**config.mk**
```make
export PLATFORM = sky130hd
export DESIGN_NAME = csa_pipe_mult
export DESIGN_NICKNAME = d
export VERILOG_FILES = /design/src/rtl/csa_mult_pkg.sv /design/src/rtl/csa_mult_csa_row.sv /design/src/rtl/csa_mult_carry_row.sv /design/src/rtl/csa_pipe_mult.sv
export SDC_FILE = /design/constraint.sdc
export NUM_CORES = 1
export LEC_CHECK = 0
export ABC_AREA = 0
export ABC_CLOCK_PERIOD_IN_PS = 1600
export BUFFER_PORTS_ARGS = -buffer_cell sky130_fd_sc_hd__buf_2
export CAP_MARGIN = 20
export CORE_MARGIN = 2
export CORE_UTILIZATION = 61
export CTS_CLUSTER_DIAMETER = 30
export DETAILED_ROUTE_END_ITERATION = 8
export GPL_TIMING_DRIVEN = 0
export PLACE_DENSITY = 0.8
export SLEW_MARGIN = 5
export SYNTH_ARGS = -nofsm -noshare
export SYNTH_HDL_FRONTEND = slang
export SYNTH_SLANG_ARGS = --single-unit
```
**constraint.sdc**
```tcl
create_clock -name clk -period 1.6 [get_ports clk]
set_input_delay 0.16 -clock clk [delete_from_list [all_inputs] [get_ports clk]]
set_output_delay 0.16 -clock clk [all_outputs]
set_load 0.005 [all_outputs]
```
**src/rtl/csa_mult_pkg.sv**
```systemverilog
package csa_mult_pkg;

  // Carry-save rows: one for each multiplier bit after the first.
  function automatic int csa_rows(input int w);
    return w - 1;
  endfunction

  // Carry rows: one for each upper product bit below the top bit.
  function automatic int carry_rows(input int w);
    return w - 1;
  endfunction

  // Register stages from input sample to output register.
  function automatic int pipe_latency(input int w);
    return csa_rows(w) + carry_rows(w) + 1;
  endfunction

endpackage

```
**src/rtl/csa_mult_csa_row.sv**
```systemverilog
// One registered carry-save row. It adds partial product in_a & b[ROW]
// (weight 2^ROW) to the accumulated sum/carry pair. Carry bits are kept
// only for positions ROW..2W-1, since everything below is already settled.
module csa_mult_csa_row #(
  parameter int W   = 8,
  parameter int ROW = 1
) (
  input  logic                  clk,
  input  logic                  rst,
  input  logic                  v_i,
  input  logic [W-1:0]          a_i,
  input  logic                  xbit_i,
  input  logic [2*W-1:0]        s_i,
  input  logic [2*W-1-ROW:0]    c_i,
  output logic                  v_o,
  output logic [2*W-1:0]        s_o,
  output logic [2*W-2-ROW:0]    c_o
);

  localparam int TW = 2 * W;
  localparam int CI = TW - ROW;
  localparam int CO = CI - 1;

  logic [CI-1:0] s_hi;
  logic [CI-1:0] p_hi;
  logic [CI-1:0] sum_hi;
  logic [CO-1:0] maj;
  logic [TW-1:0] s_nx;

  always_comb begin
    s_hi   = s_i[TW-1:ROW];
    p_hi   = {{(CI-W){1'b0}}, a_i & {W{xbit_i}}};
    sum_hi = s_hi ^ c_i ^ p_hi;
    maj    = (s_hi[CO-1:0] & c_i[CO-1:0])
           | (s_hi[CO-1:0] & p_hi[CO-1:0])
           | (c_i[CO-1:0]  & p_hi[CO-1:0]);
    s_nx   = {sum_hi, s_i[ROW-1:0]};
  end

  always_ff @(posedge clk) begin
    v_o <= rst ? 1'b0 : v_i;
    if (v_i && !rst) begin
      s_o <= s_nx;
      c_o <= maj;
    end
  end

endmodule

```
**src/rtl/csa_mult_carry_row.sv**
```systemverilog
// One registered carry row: settles product bit POS from the sum bit,
// the saved carry bit and the ripple carry of the row above, and hands a
// single carry one position up. Carry bits kept: positions POS..2W-1.
module csa_mult_carry_row #(
  parameter int W   = 8,
  parameter int POS = 8
) (
  input  logic                  clk,
  input  logic                  rst,
  input  logic                  v_i,
  input  logic [2*W-1:0]        s_i,
  input  logic [2*W-1-POS:0]    c_i,
  input  logic                  cy_i,
  output logic                  v_o,
  output logic [2*W-1:0]        s_o,
  output logic [2*W-2-POS:0]    c_o,
  output logic                  cy_o
);

  localparam int TW = 2 * W;
  localparam int CI = TW - POS;

  logic          bit_nx;
  logic          cy_nx;
  logic [TW-1:0] s_nx;

  always_comb begin
    bit_nx = s_i[POS] ^ c_i[0] ^ cy_i;
    cy_nx  = (s_i[POS] & c_i[0]) | (s_i[POS] & cy_i) | (c_i[0] & cy_i);
    s_nx   = {s_i[TW-1:POS+1], bit_nx, s_i[POS-1:0]};
  end

  always_ff @(posedge clk) begin
    v_o <= rst ? 1'b0 : v_i;
    if (v_i && !rst) begin
      s_o  <= s_nx;
      c_o  <= c_i[CI-1:1];
      cy_o <= cy_nx;
    end
  end

endmodule

```
**src/rtl/csa_pipe_mult.sv**
```systemverilog
module csa_pipe_mult #(
  parameter int W = 8
) (
  input  logic           clk,
  input  logic           rst,
  input  logic           in_valid,
  input  logic [W-1:0]   in_a,
  input  logic [W-1:0]   in_b,
  output logic           out_valid,
  output logic [2*W-1:0] out_product
);

  import csa_mult_pkg::*;

  localparam int TW   = 2 * W;
  localparam int NCSA = csa_rows(W);
  localparam int NRES = carry_rows(W);

  // ---------------------------------------------------------------------
  // Multiplier bit j is consumed by row j, which registers j-1 edges after
  // the sample edge; bit j therefore rides a chain of j-1 flops.
  // ---------------------------------------------------------------------
  logic [W-1:0] xb;
  assign xb[0] = in_b[0];
  assign xb[1] = in_b[1];

  for (genvar j = 2; j < W; j++) begin : g_bdly
    logic [j-2:0] dl;
    if (j == 2) begin : g_one
      always_ff @(posedge clk) dl <= in_b[j];
    end else begin : g_many
      always_ff @(posedge clk) dl <= {dl[j-3:0], in_b[j]};
    end
    assign xb[j] = dl[j-2];
  end

  // Multiplicand delay: row k (k >= 2) reads a_q[k-2].
  logic [W-1:0] a_q [W-2];

  always_ff @(posedge clk) begin
    a_q[0] <= in_a;
    for (int i = 1; i < W - 2; i++) a_q[i] <= a_q[i-1];
  end

  // ---------------------------------------------------------------------
  // Carry-save rows 1..W-1
  // ---------------------------------------------------------------------
  for (genvar k = 1; k <= NCSA; k++) begin : g_csa
    logic            v_in;
    logic            v_out;
    logic [W-1:0]    a_in;
    logic [TW-1:0]   s_in;
    logic [TW-1:0]   s_out;
    logic [TW-1-k:0] c_in;
    logic [TW-2-k:0] c_out;

    if (k == 1) begin : g_head
      assign v_in = in_valid;
      assign a_in = in_a;
      assign s_in = {{W{1'b0}}, in_a & {W{xb[0]}}};
      assign c_in = '0;
    end else begin : g_body
      assign v_in = g_csa[k-1].v_out;
      assign a_in = a_q[k-2];
      assign s_in = g_csa[k-1].s_out;
      assign c_in = g_csa[k-1].c_out;
    end

    csa_mult_csa_row #(.W(W), .ROW(k)) u_row (
      .clk    (clk),
      .rst    (rst),
      .v_i    (v_in),
      .a_i    (a_in),
      .xbit_i (xb[k]),
      .s_i    (s_in),
      .c_i    (c_in),
      .v_o    (v_out),
      .s_o    (s_out),
      .c_o    (c_out)
    );
  end

  // ---------------------------------------------------------------------
  // Carry rows settling positions W..2W-2, one position per row
  // ---------------------------------------------------------------------
  for (genvar r = 0; r < NRES; r++) begin : g_res
    localparam int POS = W + r;
    logic              v_in;
    logic              v_out;
    logic              cy_in;
    logic              cy_out;
    logic [TW-1:0]     s_in;
    logic [TW-1:0]     s_out;
    logic [TW-1-POS:0] c_in;
    logic [TW-2-POS:0] c_out;

    if (r == 0) begin : g_head
      assign v_in  = g_csa[NCSA].v_out;
      assign s_in  = g_csa[NCSA].s_out;
      assign c_in  = g_csa[NCSA].c_out;
      assign cy_in = 1'b0;
    end else begin : g_body
      assign v_in  = g_res[r-1].v_out;
      assign s_in  = g_res[r-1].s_out;
      assign c_in  = g_res[r-1].c_out;
      assign cy_in = g_res[r-1].cy_out;
    end

    csa_mult_carry_row #(.W(W), .POS(POS)) u_row (
      .clk  (clk),
      .rst  (rst),
      .v_i  (v_in),
      .s_i  (s_in),
      .c_i  (c_in),
      .cy_i (cy_in),
      .v_o  (v_out),
      .s_o  (s_out),
      .c_o  (c_out),
      .cy_o (cy_out)
    );
  end

  // ---------------------------------------------------------------------
  // Output stage: settle the top bit and register the product
  // ---------------------------------------------------------------------
  logic          fin_v;
  logic [TW-1:0] fin_s;
  logic          fin_c;
  logic          fin_cy;

  assign fin_v  = g_res[NRES-1].v_out;
  assign fin_s  = g_res[NRES-1].s_out;
  assign fin_c  = g_res[NRES-1].c_out[0];
  assign fin_cy = g_res[NRES-1].cy_out;

  always_ff @(posedge clk) begin
    out_valid <= rst ? 1'b0 : fin_v;
    if (fin_v && !rst) begin
      out_product <= {fin_s[TW-1] ^ fin_c ^ fin_cy, fin_s[TW-2:0]};
    end
  end

endmodule

```
==> results of run 1 <==
## layer usage
layer  share of wire, %  vias to the layer above
met5                  0                        -
met4                3.3                        0
met3                3.4                       46
met2                 60                      104
met1                 33                     2501
li1                   -                     2442
## worst max-delay path, delay by kind of cell, from the launching register on
kind | cells | cell delay (ns)
buf+inv | 1 | 0.06
simple gates | 1 | 0.16
fa+ha+maj | 1 | 0.53
flops | 1 | 0.51
## through the flow
step | setup WS [ns] | instance area [sq um] | instances
after floorplan | 0.279 | 12400 | 687
after global routing | 0.0497 | 14700 | 1096
after global placement | 0.105 | 12900 | 991
after CTS | 0.0187 | 14700 | 1096
after detailed placement | 0.0279 | 12900 | 991
final | 0.0897 | 14700 | 1096
## cells in the final DEF, fill, tap and decap left out, types with 7 or more instances in the layout
cell type,synthesis,layout
fa_1,48,48
dfxtp_1,84,84
and2_1,22,22
nor2b_4,0,7
inv_6,0,7
nor2b_2,30,23
edfxtp_1,282,282
inv_1,168,168
buf_2,0,34
dlygate4sd3_1,0,17
clkbuf_16,0,47
ha_1,8,8
nand2_1,42,42
clkinvlp_4,0,8
## synthesized netlist by cell type
cell and instances:
ha_1 8, fa_1 48, edfxtp_1 282, and2_1 22, inv_1 168, nand2_1 42, dfxtp_1 84, buf_6 3
nor2b_2 30
## state kept, by name, summed over array words and instances (netlist names)
signal            cells
g_csa.u_row.c_o      49
g_csa.u_row.s_o      84
g_res.u_row.s_o     105
out_product          16
out_valid             1
a_q                  48
g_bdly.dl            21
g_res.u_row.c_o      21
g_csa.u_row.v_o       7
g_res.u_row.v_o       7
g_res.u_row.cy_o      7
## power groups by stage
stage	combinational [W]	clock [W]	sequential, W
floorplan	0.000216	0	0.0105
global placement	0.000274	0	0.0106
detailed placement	0.000317	0	0.0106
CTS	0.000377	0.0105	0.0104
global route	0.000426	0.0109	0.0104
finish	0.000373	0.0103	0.0104
## cells by family (layout without fill, tap and decap cells)
logic type | Yosys count | count (layout) | synth area share, %
buffers and inverters | 171 | 310 | 5.34
and+or+nand+nor | 94 | 94 | 4.49
DFF | 366 | 366 | 81.6
adders and majority gates | 56 | 56 | 8.53
## area by class of cell
cell class	instances	area, sq um	area share (%)
Buffer	3	33.8	0.229
Clock buffer	51	1190	8.09
Clock inverter	37	384	2.61
Inverter	168	631	4.28
Multi-Input combinational cell	150	1650	11.2
Sequential cell	366	10100	68.9
Tap cell	270	338	2.29
Timing Repair Buffer	51	340	2.31
## path summary, 6_finish.rpt
| path | end | slack [ns] | depth (start not counted) | from |
|---|---|---|---|---|
| max | g_csa[2].u_row.s_o[3] | 0.09 | 3 | g_bdly[2].dl |
| min | g_csa[1].u_row.s_o[0] | 0.03 | 2 | in_b[0] |
| max reg2reg | g_csa[2].u_row.s_o[3] | 0.09 | 3 | g_bdly[2].dl |
| min reg2reg | g_bdly[3].dl[1] | 0.31 | 0 | g_bdly[3].dl[0] |
## repair_timing
action	CTS	global route
hold endpoints to repair	31	0
hold buffers	17	0
resized for setup	1	6
setup endpoints to repair	22	105
gates cloned	0	0
==> metrics.md, run 1 <==
| Metric | Value |
|---|---|
| Vias in the first global route | 5,693 |
| # Post-CTS Setup Buffers | 0 |
| Met1 usage | 14.6% |
| CTS Buf Count | between 40 and 50 |
| GRT met2 Usage | 33.5% |
| Via count | 5,093 |
| Slowest cell delay on critical path | approximately 0.53 ns |
| Die area | around 0.022 sq mm |
| Unrepaired setup endpoints after global routing | false |
| Initial core utilization | about three fifths |
| Yosys reg bits | 366 |
| Port buffer count | 34 |
| Final hold slack | 0.0325 ns |
| Grt total ovfl | 0 |
| Pleak | 5.85 nW |
| H-tree depth | 2 |
| Detailed Routing Iterations Pass 1 | 5 |
| Longest Clk Path Bufs | 3 |
| Power share of the clock group | 48.9% |
| Syn_nets | 762 |
| TNS Setup | 0 ns |
| DRC | 0 |
| Largest cells by area after synthesis | edfxtp_1 (68%), dfxtp_1 (14%), fa_1 (7.7%) |
| Routed len/inst | roughly 15 microns |
| Area growth from synthesis to layout | 18.4% |
| Max cap viols | 0 |
| PD cells | 1430 mW/mm^2 |
| Fraction of layout cells with a size suffix above 1 | about 18% |
| Cell taking the most area after synthesis | edfxtp_1 |
| Largest net degree at the start of global routing | 23 |
| Total Routing Usage GR | approximately 16% |
| Via density | 4.65 |
| DRT iter0 DRCs | approximately 200 |
| Die span in y | approximately 150 microns |
| First-pass GRT wire length | roughly 27,000 microns |
| Type of the worst setup path | reg2reg |
| Dpl hpwl | 9810 microns |
| Status | complete, no violations |
| Slew Limit Fails | 0 |
| Crit-path slowest cell | fa_1 |
| Comb power frac | under 10% |
| GR peak layer | met2 |
| Clock latency on the worst-skew pair | ~0.53 ns |
| Internal power | roughly 0.017 W |
| Fmax | 662 MHz |
| Slew margin rel. | 35.2% |
| Rows | 52 |
| Tmin final | 1.51 ns |
| Ports | 36 |
| Die Wd | 147 microns |
| # diodes | 0 |
| Clock sink total | approximately 370 |
| WP data required | 1.88 ns |
| GPL Wtd Cong | 0.719 |
| Clk slew on worst S/H paths | 0.05 ns |
| Share of the yosys chip area belonging to registers | between 80% and 90% |
| Fraction of the cycle the final worst path needs | 94.4% |
| Switching fraction of total power | 20.2% |
| Worst path arrival time | about 1.8 ns |
| Post-route ant nets | 0 |
| Fillcell total | 1,123 |
| Worst Path Max Fanout | 8 |
| Synth unique cells | 9 |
| Synth Instances | 687 |
| Hold Path Class | in2reg |
| Final Util | 73.2% |
| Clk root buf | clkbuf_16 |
| Core Region | 0.0201 sq mm |
| Final Hold Violating Endpoints | 0 |
| Register share of total power | around half |
| CTS tree | yes |
| Nets@finish | between 800 and 900 |
| Overall power | 0.0210 W |
| Crit. End Element | register |
| Critical-path cell list | nand2_1 > fa_1 > inv_1 |
| NetSw | 0.00425 W |
| Post-Syn Area | 0.0124 sq mm |
| Slew @ Worst Pin | 0.967 ns |
| CP Launch Type | register |
| Post-Route WL | 16,500 microns |
| Max VDD drop | between 0.001 and 0.0015 V |
| Final setup vio count | 0 |
| Skew final | just over 0.01 ns |
| GRT met3 Usage | 3.94% |
| Initial antenna violation count | 0 |
| Average cell area after synthesis | 18.1 sq um |
| Yosys warning count | 0 |
| Synth top area share | 68.1% |
No activity file was read; power rests on OpenSTA's default activity.
==> run 2, diff against run 1 <==
CTS_BUF_LIST = sky130_fd_sc_hd__clkbuf_16   (was unset)
GPL_TIMING_DRIVEN = unset   (was 0)
==> run 2 against run 1 <==
  * Wire length decreased by 0.91%
  * Die area unchanged
  * Combinational power decreased by 5%
  * Via count increased by 2.1%
  * Fmax up 3.2%
  * Global-route usage about the same
  * Sequential power hardly changed
  * Utilization grew 0.37 points
  * Clock power about the same
  * Register-to-register slack better by 0.05 ns
  * Worst setup slack better by 0.047 ns
  * Critical path type unchanged
  * Largest cell class unchanged
==> metrics.md, run 2 (synthesized netlist as in run 1, its figures left out) <==
| Metric | Value |
|---|---|
| Grt total ovfl | 0 |
| Critical-path cell list | nand2_1 > fa_1 > inv_1 |
| CTS Buf Count | 48 |
| Clock latency on the worst-skew pair | 0.53 ns |
| Slew Limit Fails | 0 |
| # Post-CTS Setup Buffers | 0 |
| Fraction of the cycle the final worst path needs | between 90% and 100% |
| Clk root buf | clkbuf_16 |
| Rows | 52 |
| CTS resizes | 0 |
| TNS Setup | 0 ns |
| PD cells | 1420 mW/mm^2 |
| Nets@finish | 875 |
| Crit. End Element | register |
| Detailed Routing Iterations Pass 1 | 4 |
| H-tree depth | 2 |
| Routed len/inst | 14.8 microns |
| Ports | 36 |
| Pleak | 5.98 nW |
| Slew @ Worst Pin | about 0.31 ns |
| Vias in the first global route | 5,778 |
| Hold Path Class | in2reg |
| Via count | 5,200 |
| Clock sink total | 366 |
| Final Hold Violating Endpoints | 0 |
| Die Wd | ~150 microns |
| Top Registers | g_res.u_row.s_o (105), g_csa.u_row.s_o (84), g_csa.u_row.c_o (49) |
| Post-route ant nets | 0 |
| Clk slew on worst S/H paths | 0.05 ns |
| Worst path bufs/invs | 1 |
| Most common cell after layout, fill and taps aside | edfxtp_1 |
| CP Launch Type | register |
| Type of the worst setup path | reg2reg |
| Longest Clk Path Bufs | 3 |
| Largest net degree at the start of global routing | 31 |
| Skew final | 0.0140 ns |
| Max VDD drop | 0.00114 V |
| Total Routing Usage GR | 16.3% |
| DRT iter0 DRCs | 161 |
| Initial core utilization | about three fifths |
| Post-Route WL | 16,400 microns |
| Crit-path slowest cell | fa_1 |
| Status | complete, no violations |
| Top reg by flops | g_res.u_row.s_o |
| Die area | about 0.022 sq mm |
| Cts hold-fix bufs | 15 |
| Initial antenna violation count | 0 |
| Fmax | between 600 and 700 MHz |
| Most frequent cells in the layout | edfxtp_1 (282), inv_1 (179), dfxtp_1 (84) |
| Max cap viols | 0 |
| Tmin final | 1.46 ns |
| Core Region | about 0.02 sq mm |
| DRC | 0 |
| Port buffer count | 35 |
| Final Util | 73.6% |
| WP data required | 1.87 ns |
| Max reg flops | 105 |
| CTS tree | yes |
| CP delay by family, top | adder cells |
| GPL Wtd Cong | 0.720 |
| First-pass GRT wire length | 27,100 microns |
| Final setup vio count | 0 |
| Dpl hpwl | between 9000 and 10,000 microns |
| # diodes | 0 |
| Fraction of layout cells with a size suffix above 1 | 18.0% |
| Slowest cell delay on critical path | 0.54 ns |
| Area growth from synthesis to layout | 19.0% |
| Unrepaired setup endpoints after global routing | false |
| Final hold slack | slightly below 0.04 ns |
| Slew margin rel. | approximately four fifths |
| Via density | 4.69 |
| Worst path arrival time | 1.74 ns |
| Die span in y | 147 microns |
| Worst Path Max Fanout | 8 |
-- run 2: cell types whose count changed in the layout (fill, tap and decap cells not counted), sizes merged --
cell	change
buf	+14
clkinvlp	-5
inv	+3
bufinv	+2
clkbuf	-2
clkinv	+2
dlygate4sd3	-2
-- run 2: per-stage QoR --
stage,instances,total power [W],setup WS (ns),instance area [sq um]
3_3_place_gp,1005,0.0108,0.214,13000
6_report,1108,0.0211,0.137,14800
5_1_grt,1108,0.0218,0.0776,14800
3_5_place_dp,1005,0.0109,0.149,13000
4_1_cts,1108,0.0213,0.120,14800
2_1_floorplan,687,0.0108,0.279,12400
-- run 2: path summary, 6_finish.rpt --
| path | from | endpoint | slack, ns | cells past startpoint |
|---|---|---|---|---|
| worst min register to register | g_bdly[5].dl[0] | g_bdly[5].dl[1] | 0.32 | 0 |
| worst max register to register | g_bdly[2].dl | g_csa[2].u_row.s_o[6] | 0.14 | 3 |
| worst min-delay path | in_b[0] | g_csa[1].u_row.s_o[0] | 0.04 | 2 |
| worst max-delay path | g_bdly[2].dl | g_csa[2].u_row.s_o[6] | 0.14 | 3 |
-- run 2: layout make-up --
type,instances,area (sq um)
Timing Repair Buffer,66,458
Tap cell,270,338
Inverter,168,631
Clock inverter,39,374
Sequential cell,366,10100
Fill cell,1094,5310
Multi-Input combinational cell,150,1620
Clock buffer,49,1230
-- run 2: layer usage --
layer  GRT usage, %  vias to the layer above  share of wire (%)
li1               -                     2466                  -
met1           15.2                     2597                 33
met2           32.8                       96                 60
met3           3.85                       41                3.9
met4           7.77                        0                3.1
met5              0                        -                  0
-- run 2: where the power goes --
part | switching (W) | internal [W] | total, W | leakage, nW
clock network | 0.00367 | 0.00668 | 0.0103 | 0.818
logic | 0.000200 | 0.000155 | 0.000355 | 1.82
registers | 0.0000644 | 0.0103 | 0.0104 | 3.34
total | 0.00394 | 0.0171 | 0.0211 | 5.98
